`src/rtl/ir_pkg.sv`:
```
package ir_pkg;

  // Transmit source encodings; the value is the mux index.
  typedef enum logic [1:0] {
    SRC_UART    = 2'd0,
    SRC_GPIO    = 2'd1,
    SRC_PULSE_A = 2'd2,
    SRC_PULSE_B = 2'd3
  } irSrc_e;

  // Duty codes; high eighths = 4 - code.
  typedef enum logic [1:0] {
    DUTY_50   = 2'd0,
    DUTY_37P5 = 2'd1,
    DUTY_25   = 2'd2,
    DUTY_12P5 = 2'd3
  } irDuty_e;

  // Strobes handed from carrier control to the datapath.
  typedef struct packed {
    logic gateOpen;     // selected source may reach the pad this cycle
    logic periodStart;  // carrier phase is at the first cycle of a period
  } irStrobe_t;

endpackage

```
`src/rtl/ir_carrier_ctrl.sv`:
```
module ir_carrier_ctrl
  import ir_pkg::*;
#(
  parameter int CARRIER_PERIOD = 2632
) (
  input  logic       clk,
  input  logic       rstN,
  input  logic       modEn,
  input  logic [1:0] dutyCode,
  output irStrobe_t  strobe
);

  localparam int CNT_W  = (CARRIER_PERIOD > 2) ? $clog2(CARRIER_PERIOD) : 1;
  localparam int EIGHTH = CARRIER_PERIOD / 8;
  localparam logic [CNT_W-1:0] LAST    = CNT_W'(CARRIER_PERIOD - 1);
  localparam logic [CNT_W-1:0] HI_50   = CNT_W'(EIGHTH * 4);
  localparam logic [CNT_W-1:0] HI_37P5 = CNT_W'(EIGHTH * 3);
  localparam logic [CNT_W-1:0] HI_25   = CNT_W'(EIGHTH * 2);
  localparam logic [CNT_W-1:0] HI_12P5 = CNT_W'(EIGHTH);

  logic [CNT_W-1:0] phaseCnt;
  logic [CNT_W-1:0] hiCount;

  // Phase counter: parked at zero while modulation is off.
  always_ff @(posedge clk) begin
    if (!rstN)                phaseCnt <= '0;
    else if (!modEn)          phaseCnt <= '0;
    else if (phaseCnt == LAST) phaseCnt <= '0;
    else                      phaseCnt <= phaseCnt + 1'b1;
  end

  always_comb begin
    unique case (irDuty_e'(dutyCode))
      DUTY_50:   hiCount = HI_50;
      DUTY_37P5: hiCount = HI_37P5;
      DUTY_25:   hiCount = HI_25;
      DUTY_12P5: hiCount = HI_12P5;
      default:   hiCount = HI_50;
    endcase
  end

  always_comb begin
    strobe.gateOpen    = !modEn || (phaseCnt < hiCount);
    strobe.periodStart = modEn && (phaseCnt == '0);
  end


  held_idle_chk: assert property (@(posedge clk) disable iff (!rstN)
    !modEn |=> (phaseCnt == '0));


  period_wrap_chk: assert property (@(posedge clk) disable iff (!rstN)
    (modEn && phaseCnt == LAST) |=> (phaseCnt == '0));


  phase_range_chk: assert property (@(posedge clk) disable iff (!rstN)
    phaseCnt <= LAST);


  duty_close_chk: assert property (@(posedge clk) disable iff (!rstN)
    (modEn && phaseCnt == hiCount) |-> !strobe.gateOpen);


  reset_phase_chk: assert property (@(posedge clk)
    !rstN |=> (phaseCnt == '0));

endmodule

```
`src/rtl/ir_path_dp.sv`:
```
module ir_path_dp
  import ir_pkg::*;
#(
  parameter int       NUM_SRC = 4,
  parameter bit       RX_IDLE = 1'b1
) (
  input  logic       clk,
  input  logic       rstN,
  input  logic       uartTx,
  input  logic       gpioOut,
  input  logic       pulseA,
  input  logic       pulseB,
  input  logic [1:0] srcSel,
  input  logic       txInv,
  input  logic       lcdMap,
  input  logic       lcdSeg,
  input  irStrobe_t  strobe,
  input  logic       rxPad,
  input  logic       rxDis,
  input  logic       rxInv,
  output logic       padOut,
  output logic       rxToUart
);

  localparam int SEL_W = $clog2(NUM_SRC);

  logic [NUM_SRC-1:0] srcVec;
  logic               selSrc;
  logic               txLevel;
  logic               padNext;
  logic               padQ;

  // Source vector, indexed by the select encoding.
  for (genvar gi = 0; gi < NUM_SRC; gi++) begin : g_src
    if (gi == int'(SRC_UART))         begin : g_u assign srcVec[gi] = uartTx;  end
    else if (gi == int'(SRC_GPIO))    begin : g_g assign srcVec[gi] = gpioOut; end
    else if (gi == int'(SRC_PULSE_A)) begin : g_a assign srcVec[gi] = pulseA;  end
    else                              begin : g_b assign srcVec[gi] = pulseB;  end
  end

  always_comb begin
    selSrc  = srcVec[srcSel[SEL_W-1:0]];
    txLevel = (selSrc & strobe.gateOpen) ^ txInv;
    padNext = lcdMap ? lcdSeg : txLevel;
  end

  always_ff @(posedge clk) begin
    if (!rstN) padQ <= 1'b0;
    else       padQ <= padNext;
  end

  assign padOut   = padQ;
  assign rxToUart = rxDis ? RX_IDLE : (rxPad ^ rxInv);


  lcd_pass_chk: assert property (@(posedge clk) disable iff (!rstN)
    lcdMap |=> (padQ == $past(lcdSeg)));


  gate_open_chk: assert property (@(posedge clk) disable iff (!rstN)
    (!lcdMap && strobe.gateOpen && !txInv) |=> (padQ == $past(selSrc)));


  gate_shut_chk: assert property (@(posedge clk) disable iff (!rstN)
    (!lcdMap && !strobe.gateOpen) |=> (padQ == $past(txInv)));


  start_high_chk: assert property (@(posedge clk) disable iff (!rstN)
    strobe.periodStart |-> strobe.gateOpen);


  rx_idle_chk: assert property (@(posedge clk) disable iff (!rstN)
    rxDis |-> (rxToUart == RX_IDLE));


  reset_pad_chk: assert property (@(posedge clk)
    !rstN |=> !padQ);

endmodule

```
`src/rtl/ir_pad_modulator.sv`:
```
module ir_pad_modulator
  import ir_pkg::*;
#(
  parameter int CARRIER_PERIOD = 2632,
  parameter bit RX_IDLE        = 1'b1
) (
  input  logic       clk,
  input  logic       rstN,
  input  logic       uartTx,
  input  logic       gpioOut,
  input  logic       pulseA,
  input  logic       pulseB,
  input  logic [1:0] srcSel,
  input  logic       modEn,
  input  logic [1:0] dutyCode,
  input  logic       txInv,
  input  logic       lcdMap,
  input  logic       lcdSeg,
  input  logic       rxPad,
  input  logic       rxDis,
  input  logic       rxInv,
  output logic       padOut,
  output logic       rxToUart
);

  irStrobe_t carrierStrobe;

  ir_carrier_ctrl #(
    .CARRIER_PERIOD(CARRIER_PERIOD)
  ) i_ctrl (
    .clk      (clk),
    .rstN     (rstN),
    .modEn    (modEn),
    .dutyCode (dutyCode),
    .strobe   (carrierStrobe)
  );

  ir_path_dp #(
    .NUM_SRC (4),
    .RX_IDLE (RX_IDLE)
  ) i_dp (
    .clk      (clk),
    .rstN     (rstN),
    .uartTx   (uartTx),
    .gpioOut  (gpioOut),
    .pulseA   (pulseA),
    .pulseB   (pulseB),
    .srcSel   (srcSel),
    .txInv    (txInv),
    .lcdMap   (lcdMap),
    .lcdSeg   (lcdSeg),
    .strobe   (carrierStrobe),
    .rxPad    (rxPad),
    .rxDis    (rxDis),
    .rxInv    (rxInv),
    .padOut   (padOut),
    .rxToUart (rxToUart)
  );

endmodule

```
`config.mk`:
```
export PLATFORM = sky130hd
export DESIGN_NAME = ir_pad_modulator
export DESIGN_NICKNAME = d
export VERILOG_FILES = /design/src/rtl/ir_pkg.sv /design/src/rtl/ir_carrier_ctrl.sv /design/src/rtl/ir_path_dp.sv /design/src/rtl/ir_pad_modulator.sv
export SDC_FILE = /design/constraint.sdc
export NUM_CORES = 1
export LEC_CHECK = 0
export BUFFER_PORTS_ARGS = -buffer_cell sky130_fd_sc_hd__buf_2
export CAP_MARGIN = 20
export CORE_MARGIN = 5
export CORE_UTILIZATION = 57
export DETAILED_ROUTE_END_ITERATION = 16
export PLACE_DENSITY = 0.87
export SLEW_MARGIN = 20
export SYNTH_ARGS = -nofsm -noshare
export SYNTH_HDL_FRONTEND = slang
export SYNTH_SLANG_ARGS = --single-unit
```
`constraint.sdc`:
```
create_clock -name clk -period 4.71 [get_ports clk]
set_input_delay 0.471 -clock clk [delete_from_list [all_inputs] [get_ports clk]]
set_output_delay 0.471 -clock clk [all_outputs]
set_load 0.005 [all_outputs]
```
==> run metrics <==
run status=completed; Antenna diodes=0; share of flip-flops with an asynchronous set or reset=0%; actual slew at the worst max-slew pin=roughly 0.56 ns; number of buffers inserted during clock tree synthesis=3; Internal=around 0.16 mW; global-route wire length before repair=between 3 and 4 mm; signal arrival time at the worst endpoint=around 2.4 ns; number of max-slew violations in the final report=0; Post-synth EDFFs=0; cell taking the most area after synthesis=sky130_fd_sc_hd__dfxtp_1; GRT Overall Usage=about 18%; proportion of layout cells with a drive suffix above 1=between 20% and 30%; WP data required=just under 5 ns; die width=~50 um; RePlAce Congestion=around 0.90; count of standard-cell rows=14; DR WL/cell=about 15 um; final worst-path cycle share=45.65%; number of input and output port buffers inserted=18; source of the worst register-to-register timing path=i_ctrl.phaseCnt[7]; total count of hold-check failures in the final report=0; full die area=roughly 2500 um2; Lkg Pwr=around 0.44 nW; CTS sink cnt=13; Post-Synthesis Cell Area=roughly 910 um2; core area=1506 um2; Post-synth top cells=16 x sky130_fd_sc_hd__nor2_1, 13 x sky130_fd_sc_hd__dfxtp_1, 13 x sky130_fd_sc_hd__ha_1; count of cell types in the netlist=29; peak ir drop on the vdd network=0.1248 mV; Max Clock Skew=about 0.0034 ns; CTS Root Cell=sky130_fd_sc_hd__clkbuf_4; path class of the lowest-slack min-delay path=primary input to flip-flop; power per cell area=213.1 nW/um2; Die Height=between 40 and 50 um; most used flip-flop cell after synthesis=sky130_fd_sc_hd__dfxtp_1; proportion of power drawn by flip-flops and latches=51.1%; vias in the first global route=768; cell count of the worst reg-to-reg path=6; met2 routing resource usage after global routing=27.54%; setup repair after global routing missed its margin=no; count of H-tree levels built during CTS=1; vias after detailed routing=approximately 800; clock tree from TritonCTS=built; origin of the worst min-delay path=rstN; Combinational Power Share=15.9%; met3 Use GR=4.819%; gate count of the mapped netlist=99; Clock Latency Late Sink=between 0.2 and 0.3 ns; NetSw=around 0.06 mW; number of nets produced by synthesis=~130; worst setup path class=primary input to flip-flop; total power consumption of the routed design=between 0.2 and 0.25 mW; Most Used Layer, Global Route=met2; antenna violations before repair=0; cells resized by post-CTS repair=0; number of nets in the finished design=about 150; antenna violation net count after detailed routing=0; clock share of power=32.9%; filler instances=118; hold slack=roughly 0.5 ns; Core Util, Final=68.52%; number of buffers inserted for hold repair after clock tree synthesis=0; share of Yosys cell area claimed by the top area cell type=between 20% and 30%; Total Negative Setup Slacks=0 ns; maximum number of pins on one net before global-route repair=13; max_cap viols=0; number of warnings issued by yosys=0; hold depth=3; switching share of power=between 20% and 30%; Startpoint Class=primary input; average cell area after synthesis=roughly 9 um2; non-filler instance count after layout=around 140; endpoint of the worst hold path=i_dp.padOut; Setup crit end kind=flip-flop; number of iterations in the first detailed-routing pass=4; crit-path max FO=4; sequential fraction of the synthesis area=28.69%; most repeated cell in the gate-level netlist after synthesis=sky130_fd_sc_hd__nor2_1; number of remaining DRC errors=0; Crit Reg-Reg Endpoint=i_dp.padOut; Cell Count Post-Placement=132; peak clock frequency supported by timing=approximately 470 MHz; Final setup viols=0; worst setup slack for register-to-register paths=around 2.9 ns; GRT overflow=0; First DRT Iteration DRCs=17; Clock Path Buffers=2; number of ports placed on the die boundary=19; count of buffers added by post-CTS timing repair for setup=0; total length of routed wires=approximately 2.1 mm; top cells by area in the synthesized netlist=sky130_fd_sc_hd__dfxtp_1 29%, sky130_fd_sc_hd__ha_1 18%, sky130_fd_sc_hd__nor2_1 6.6%, sky130_fd_sc_hd__xnor2_1 4.8%, sky130_fd_sc_hd__xor2_1 4.8%; clock transition at the registers of the reported paths=about 0.080 ns; M1 GR Usage=between 20% and 30%; number of synthesized register bits=13; minimum period implied by the final worst setup slack=~2.2 ns; average via count per standard cell=~5.9; worst slew slack as a fraction of its limit=62.63%; total half-perimeter wirelength after legalization and detailed placement=1.597 mm; area growth from synthesis to final layout=13.79%; effective utilization at floorplan=60.22%
-- kinds of logic (layout without fill, tap and decap cells) --
| family | after synthesis | after routing | share of synthesized area [%] |
|---|---|---|---|
| buffers and inverters | 7 | 28 | 3.724 |
| DFF | 13 | 13 | 28.69 |
| adders and majority gates | 13 | 13 | 17.93 |
| xor gates and xnor gates | 10 | 10 | 9.655 |
| muxes | 1 | 1 | 2.483 |
| and+or+nand+nor | 43 | 43 | 26.21 |
| AOI/OAI and AO/OA | 12 | 12 | 11.31 |
-- routing by layer --
layer	routed length, um	share of wire [%]	up-vias
li1	-	-	393
met1	850	41	354
met2	942	45	37
met3	173	8.3	13
met4	129	6.2	0
met5	0	0	-
-- area by class of cell --
class / instances / area, um2 / area share [%]
Timing Repair Buffer: 18 / 90.09 / 8.727
Sequential cell: 13 / 260.3 / 25.21
Inverter: 6 / 22.52 / 2.182
Multi-Input combinational cell: 79 / 613.1 / 59.39
Clock buffer: 4 / 26.28 / 2.545
Tap cell: 16 / 20.02 / 1.939
-- stage by stage --
step	instance area [um2]	setup WS [ns]
finish	1032	2.560
global route	1032	2.425
CTS	1032	2.547
detailed placement	1006	2.274
global placement	1006	2.357
floorplan	907.1	2.508
-- sequential cells by signal (all words and copies together) (netlist names) --
signal / count
i_dp.padOut: 1
i_ctrl.phaseCnt: 12
-- layout by cell type, fill, tap and decap left out, types with 2 or more instances in the layout --
cell type,n
sky130_fd_sc_hd__nand2_1,5
sky130_fd_sc_hd__xor2_1,5
sky130_fd_sc_hd__nand2b_1,2
sky130_fd_sc_hd__xnor2_1,5
sky130_fd_sc_hd__o31a_1,2
sky130_fd_sc_hd__or3_1,2
sky130_fd_sc_hd__buf_2,18
sky130_fd_sc_hd__dfxtp_1,13
sky130_fd_sc_hd__inv_1,6
sky130_fd_sc_hd__nand4_1,3
sky130_fd_sc_hd__clkbuf_4,3
sky130_fd_sc_hd__nor2_1,16
sky130_fd_sc_hd__nand3_1,7
sky130_fd_sc_hd__a21oi_1,4
sky130_fd_sc_hd__ha_1,13
-- power groups by stage --
stage,registers (mW),clock network [mW],logic [mW]
5_1_grt,0.113,0.0819,0.0389
6_report,0.112,0.0724,0.0350
4_1_cts,0.112,0.0742,0.0350
3_3_place_gp,0.115,0,0.0322
3_5_place_dp,0.115,0,0.0342
2_1_floorplan,0.115,0,0.0212
-- worst max path at each step --
stage	start	endpoint	slack (ns)
after detailed placement	dutyCode[0]	i_dp.padOut	2.27
after floorplan	dutyCode[0]	i_dp.padOut	2.51
after global routing	dutyCode[0]	i_dp.padOut	2.43
final	dutyCode[0]	i_dp.padOut	2.56
after CTS	dutyCode[0]	i_dp.padOut	2.55
after global placement	dutyCode[0]	i_dp.padOut	2.36
-- worst max-delay path: stages --
cell	delay [ns]
sky130_fd_sc_hd__buf_2	0.10
sky130_fd_sc_hd__inv_1	0.11
sky130_fd_sc_hd__ha_1	0.24
sky130_fd_sc_hd__inv_1	0.16
sky130_fd_sc_hd__ha_1	0.27
sky130_fd_sc_hd__a21oi_1	0.15
sky130_fd_sc_hd__nor2_1	0.06
sky130_fd_sc_hd__o41ai_1	0.41
sky130_fd_sc_hd__o221ai_1	0.22
sky130_fd_sc_hd__nor3b_2	0.17
No activity file was read; power rests on OpenSTA's default activity.
